==> config.mk <==
export PLATFORM = sky130hd
export DESIGN_NAME = modaddr_alu
export DESIGN_NICKNAME = d
export VERILOG_FILES = /design/src/rtl/modaddr_pkg.sv /design/src/rtl/modaddr_adder.sv /design/src/rtl/modaddr_wrap.sv /design/src/rtl/modaddr_alu.sv
export SDC_FILE = /design/constraint.sdc
export NUM_CORES = 1
export LEC_CHECK = 0
export BUFFER_PORTS_ARGS = -buffer_cell sky130_fd_sc_hd__buf_2
export CORE_ASPECT_RATIO = 0.75
export CORE_MARGIN = 4
export CORE_UTILIZATION = 59
export CTS_CLUSTER_DIAMETER = 80
export DETAILED_ROUTE_END_ITERATION = 8
export PLACE_DENSITY = 0.88
export SKIP_CTS_REPAIR_TIMING = 1
export SYNTH_ARGS = -nofsm -noshare
export SYNTH_HDL_FRONTEND = slang
export SYNTH_HIERARCHICAL = 1
export SYNTH_SLANG_ARGS = --single-unit
==> constraint.sdc <==
create_clock -name clk -period 1.02 [get_ports clk]
set_clock_uncertainty 0.05 [all_clocks]
set_input_delay 0 -clock clk [delete_from_list [all_inputs] [get_ports clk]]
set_output_delay 0 -clock clk [all_outputs]
set_load 0.01 [all_outputs]
==> src/rtl/modaddr_pkg.sv <==
package modaddr_pkg;

    typedef enum logic [2:0] {
        STEP_HOLD = 3'd0,
        STEP_INC  = 3'd1,
        STEP_DEC  = 3'd2,
        STEP_ADDN = 3'd3,
        STEP_SUBN = 3'd4
    } step_e;

    typedef enum logic [1:0] {
        ARITH_LINEAR  = 2'd0,
        ARITH_MODULO  = 2'd1,
        ARITH_REVERSE = 2'd2
    } arith_e;

endpackage

==> src/rtl/modaddr_adder.sv <==
module modaddr_adder #(
    parameter int AW = 16
) (
    input  logic [AW-1:0] a,
    input  logic [AW-1:0] b,
    input  logic          cin,
    output logic [AW-1:0] sum,
    output logic [AW-1:0] cout
);

    logic [AW:0] c;
    assign c[0] = cin;

    genvar i;
    generate
        for (i = 0; i < AW; i++) begin : g_bit
            assign sum[i]  = a[i] ^ b[i] ^ c[i];
            assign c[i+1]  = (a[i] & b[i]) | (a[i] & c[i]) | (b[i] & c[i]);
            assign cout[i] = c[i+1];
        end
    endgenerate

endmodule

==> src/rtl/modaddr_wrap.sv <==
module modaddr_wrap #(
    parameter int AW = 16
) (
    input  logic          clk,
    input  logic          rst_n,
    input  logic [AW-1:0] modifier,
    input  logic [AW-1:0] carry_abs,
    input  logic [AW-1:0] carry_mod,
    input  logic          backward,
    output logic          wrap,
    output logic [AW-1:0] blk_mask
);

    logic [AW-1:0] top_bit;
    logic          sel_abs;
    logic          sel_mod;
    logic          up_cross;
    logic          down_cross;

    // priority encoder: one-hot position of the highest set modifier bit
    always_comb begin
        top_bit = '0;
        for (int i = 0; i < AW; i++) begin
            if (modifier[i]) begin
                top_bit    = '0;
                top_bit[i] = 1'b1;
            end
        end
    end

    // mask of all bits at or below that position
    always_comb begin
        logic seen;
        seen = 1'b0;
        for (int i = AW - 1; i >= 0; i--) begin
            seen        = seen | top_bit[i];
            blk_mask[i] = seen;
        end
    end

    assign sel_abs    = |(carry_abs & top_bit);
    assign sel_mod    = |(carry_mod & top_bit);
    assign up_cross   = sel_abs | sel_mod;
    assign down_cross = ~sel_abs;
    assign wrap       = backward ? down_cross : up_cross;


    enc_onehot_chk: assert property (@(posedge clk) disable iff (!rst_n)
        $onehot0(top_bit) && ((modifier == '0) == (top_bit == '0)));

endmodule

==> src/rtl/modaddr_alu.sv <==
module modaddr_alu
    import modaddr_pkg::*;
#(
    parameter int AW = 16
) (
    input  logic          clk,
    input  logic          rst_n,
    input  logic [AW-1:0] addr_in,
    input  logic [AW-1:0] offset_in,
    input  logic [AW-1:0] modifier_in,
    input  logic [AW-1:0] bitrev_in,
    input  logic [2:0]    step_in,
    output logic [AW-1:0] addr_out,
    output logic          range_err
);

    localparam logic [AW-1:0] ONE     = AW'(1);
    localparam logic [AW-1:0] ALLONES = '1;

    step_e         step;
    arith_e        arith;
    logic [AW-1:0] delta;
    logic          backward;
    logic [AW-1:0] abs_sum, abs_carry;
    logic [AW-1:0] mod_b;
    logic [AW-1:0] wrap_sum, wrap_carry;
    logic          wrap;
    logic [AW-1:0] blk_mask;
    logic [AW-1:0] magnitude;
    logic          err_next;
    logic [AW-1:0] addr_next;

    assign step = step_e'(step_in);

    // step decode
    always_comb begin
        case (step)
            STEP_INC:  delta = ONE;
            STEP_DEC:  delta = ALLONES;
            STEP_ADDN: delta = offset_in;
            STEP_SUBN: delta = ~offset_in + ONE;
            default:   delta = '0;
        endcase
    end

    assign backward = delta[AW-1];

    // modifier decode
    always_comb begin
        if (modifier_in == ALLONES)
            arith = ARITH_LINEAR;
        else if (modifier_in == '0)
            arith = ARITH_REVERSE;
        else
            arith = ARITH_MODULO;
    end

    modaddr_adder #(.AW(AW)) u_abs (
        .a    (addr_in),
        .b    (delta),
        .cin  (1'b0),
        .sum  (abs_sum),
        .cout (abs_carry)
    );

    // forward: subtract length (add ~M); backward: add length (M + 1)
    assign mod_b = backward ? modifier_in : ~modifier_in;

    modaddr_adder #(.AW(AW)) u_mod (
        .a    (abs_sum),
        .b    (mod_b),
        .cin  (backward),
        .sum  (wrap_sum),
        .cout (wrap_carry)
    );

    modaddr_wrap #(.AW(AW)) u_wrap (
        .clk       (clk),
        .rst_n     (rst_n),
        .modifier  (modifier_in),
        .carry_abs (abs_carry),
        .carry_mod (wrap_carry),
        .backward  (backward),
        .wrap      (wrap),
        .blk_mask  (blk_mask)
    );

    assign magnitude = backward ? (~delta + ONE) : delta;
    assign err_next  = (arith == ARITH_MODULO) &&
                       ({1'b0, magnitude} > ({1'b0, modifier_in} + (AW+1)'(1)));

    // result select
    always_comb begin
        unique case (arith)
            ARITH_LINEAR:  addr_next = abs_sum;
            ARITH_REVERSE: addr_next = bitrev_in;
            ARITH_MODULO:  addr_next = wrap ? wrap_sum : abs_sum;
            default:       addr_next = abs_sum;
        endcase
    end

    // output register
    always_ff @(posedge clk or negedge rst_n) begin
        if (!rst_n) begin
            addr_out  <= '0;
            range_err <= 1'b0;
        end else begin
            addr_out  <= addr_next;
            range_err <= err_next;
        end
    end


    linear_inc_chk: assert property (@(posedge clk) disable iff (!rst_n)
        (modifier_in == ALLONES && step_in == 3'd1) |=> addr_out == $past(addr_in) + ONE);


    reverse_pass_chk: assert property (@(posedge clk) disable iff (!rst_n)
        (modifier_in == '0) |=> addr_out == $past(bitrev_in));


    mod_block_chk: assert property (@(posedge clk) disable iff (!rst_n)
        (arith == ARITH_MODULO && !err_next && ((addr_in & blk_mask) <= modifier_in))
        |=> ((addr_out & ~$past(blk_mask)) == ($past(addr_in) & ~$past(blk_mask)))
            && ((addr_out & $past(blk_mask)) <= $past(modifier_in)));


    err_mode_chk: assert property (@(posedge clk) disable iff (!rst_n)
        range_err |-> ($past(modifier_in) != ALLONES && $past(modifier_in) != '0));

endmodule

==> flow_summary.json <==
{
  "worstPathArrival_ns": 9.16,
  "drt-pass1-iter-count": 9,
  "avgViaCountPerCell": 7.34,
  "core_mm2": 0.00592,
  "initial_core_util": 0.619,
  "hp-class": "input port to register",
  "holdPathStages": 3,
  "vdd_drop_max_v": 0.00100,
  "fmax_mhz": 110,
  "synth_area_mm2": 0.00366,
  "yosysWarnings": 6,
  "worstSetupEndpointType": "register",
  "status": "complete, but fails checks",
  "avgSynthCellArea_um2": 8.61,
  "gp_congestion": 0.968,
  "min_period_ns": 9.11,
  "clockBufferDepth": 2,
  "grt_max_degree": 21,
  "synth_cells": 425,
  "p_leak_nw": 2.55,
  "die_area_mm2": 0.00754,
  "timing.final.ws_setup_ns": -8.09,
  "crit_type": "input port to register",
  "synthToLayoutAreaGrowth_pct": 47.9,
  "clkSlewWorstSetupHoldPaths_ns": 0.08,
  "antenna_found_initial": 1,
  "io_buffers": 85,
  "die_height_um": 76.2,
  "grt_pass1_vias": 4461,
  "drt_iter0_drc": 1300,
  "numCtsBuffers": 3,
  "nets": 753,
  "cts_num_sinks": 17,
  "grt-ovfl-total": 0,
  "drive_gt1_frac": 0.452,
  "drc": 18,
  "maxCapViolCount": 0,
  "wl_per_cell_um": 26.8,
  "ioPinCount": 86,
  "hold_viol": 2,
  "path_max_fanout": 8,
  "cp_num_buf_inv": 8,
  "wl_mm": 19.0,
  "drv_slew": 0,
  "crit_path_start_kind": "input port",
  "holdWs_ns": -0.0348,
  "final.period_utilization": 8.93,
  "violations": "DRC, hold timing, setup timing",
  "crit_slowest_cell": "fa_2",
  "vias": 5204,
  "grt_pass1_wl_mm": 22.1,
  "maxSlewHeadroom": 0.637,
  "cts_root_buf": "clkbuf_8",
  "rows": 24,
  "cts_tree": "yes",
  "grt_usage": 0.363,
  "htree_num_levels": 1,
  "cp_slowest_stage_delay_ns": 0.41,
  "required_ns": 1.08,
  "setup_tns_ns": -129.65,
  "worstMarginPinSlew_ns": 0.545,
  "min_to": "addr_out[8]$_DFF_PN0_",
  "finalSetupViolCount": 17,
  "path_delay_family": "adder cells",
  "min_from": "bitrev_in[8]",
  "n_antenna_cell": 0,
  "ant_nets": 0,
  "dp_hpwl_mm": 10.8,
  "p_per_area_mw_per_mm2": 1350,
  "crit_top_cell": "fa_2",
  "rsz0062_at_grt": "yes",
  "synth_nets": 546,
  "fp.dieW_um": 99.0
}
==> metrics by stage <==
step	setup slack [ns]	std cells	utilization	instance area (um^2)	power, mW
3_3_place_gp	-7.68	674	0.836	4950	5.04
6_report	-8.09	709	0.915	5420	7.29
5_1_grt	-8.18	709	0.915	5420	7.55
3_5_place_dp	-8.18	674	0.836	4950	5.47
4_1_cts	-7.98	678	0.844	4990	6.08
2_1_floorplan	-7.43	425	-	3760	3.66
==> worst min-delay path, delay by kind of cell <==
kind | cells | cell delay (ns)
compound gates | 1 | 0.10
buf+inv | 2 | 0.14
==> worst max path at each step <==
stage            startpoint                endpoint  slack [ns]  cells past startpoint
4_1_cts        offset_in[3]  addr_out[10]$_DFF_PN0_       -7.98                     36
3_3_place_gp   offset_in[3]  addr_out[12]$_DFF_PN0_       -7.68                     36
3_5_place_dp   offset_in[3]  addr_out[10]$_DFF_PN0_       -8.18                     36
6_report       offset_in[1]   addr_out[9]$_DFF_PN0_       -8.09                     36
5_1_grt        offset_in[3]  addr_out[10]$_DFF_PN0_       -8.18                     37
2_1_floorplan  offset_in[3]  addr_out[12]$_DFF_PN0_       -7.43                     37
==> cells in the final DEF, fill, tap and decap left out, types with 4 or more instances in the layout <==
cell type      count
a21oi_1           26
a21oi_2            4
a222oi_1          16
a31oi_1            4
and3_1             5
buf_2             83
buf_4            115
buf_6              4
dfrtp_1           17
dlygate4sd3_1     13
fa_2              29
ha_1              19
inv_1             52
inv_2              4
nand2_1           19
nand2b_1           8
nand3_1           16
nand3b_1           8
nand4_1            8
nor2_1            18
nor2b_1            7
nor3_1             8
nor4_1             4
o211ai_1           4
o21ai_0            7
o22ai_2            4
or3_1              5
xnor2_1           21
xnor2_2            7
xor2_1            20
==> report_power, final <==
part	switching, mW	internal [mW]
registers	0.173	1.00
logic	3.06	2.48
clock network	0.296	0.279
total	3.53	3.77
==> sequential cells by signal, indices dropped and copies added, names as in the netlist <==
name	flops
addr_out	16
range_err	1
==> final cells by class <==
type	count	area (um^2)
Timing Repair Buffer	218	1500
Multi-Input combinational cell	334	3120
Sequential cell	17	425
Clock buffer	4	45.0
Inverter	58	225
Tap cell	78	97.6
Fill cell	198	500
==> metal layers <==
metal,GRT usage,wire length [um],vias up
li1,-,-,1951
met1,0.440,5700,2292
met2,0.609,8020,676
met3,0.0796,3070,285
met4,0.173,2200,0
met5,0,0,-
No activity file was read; power rests on OpenSTA's default activity.
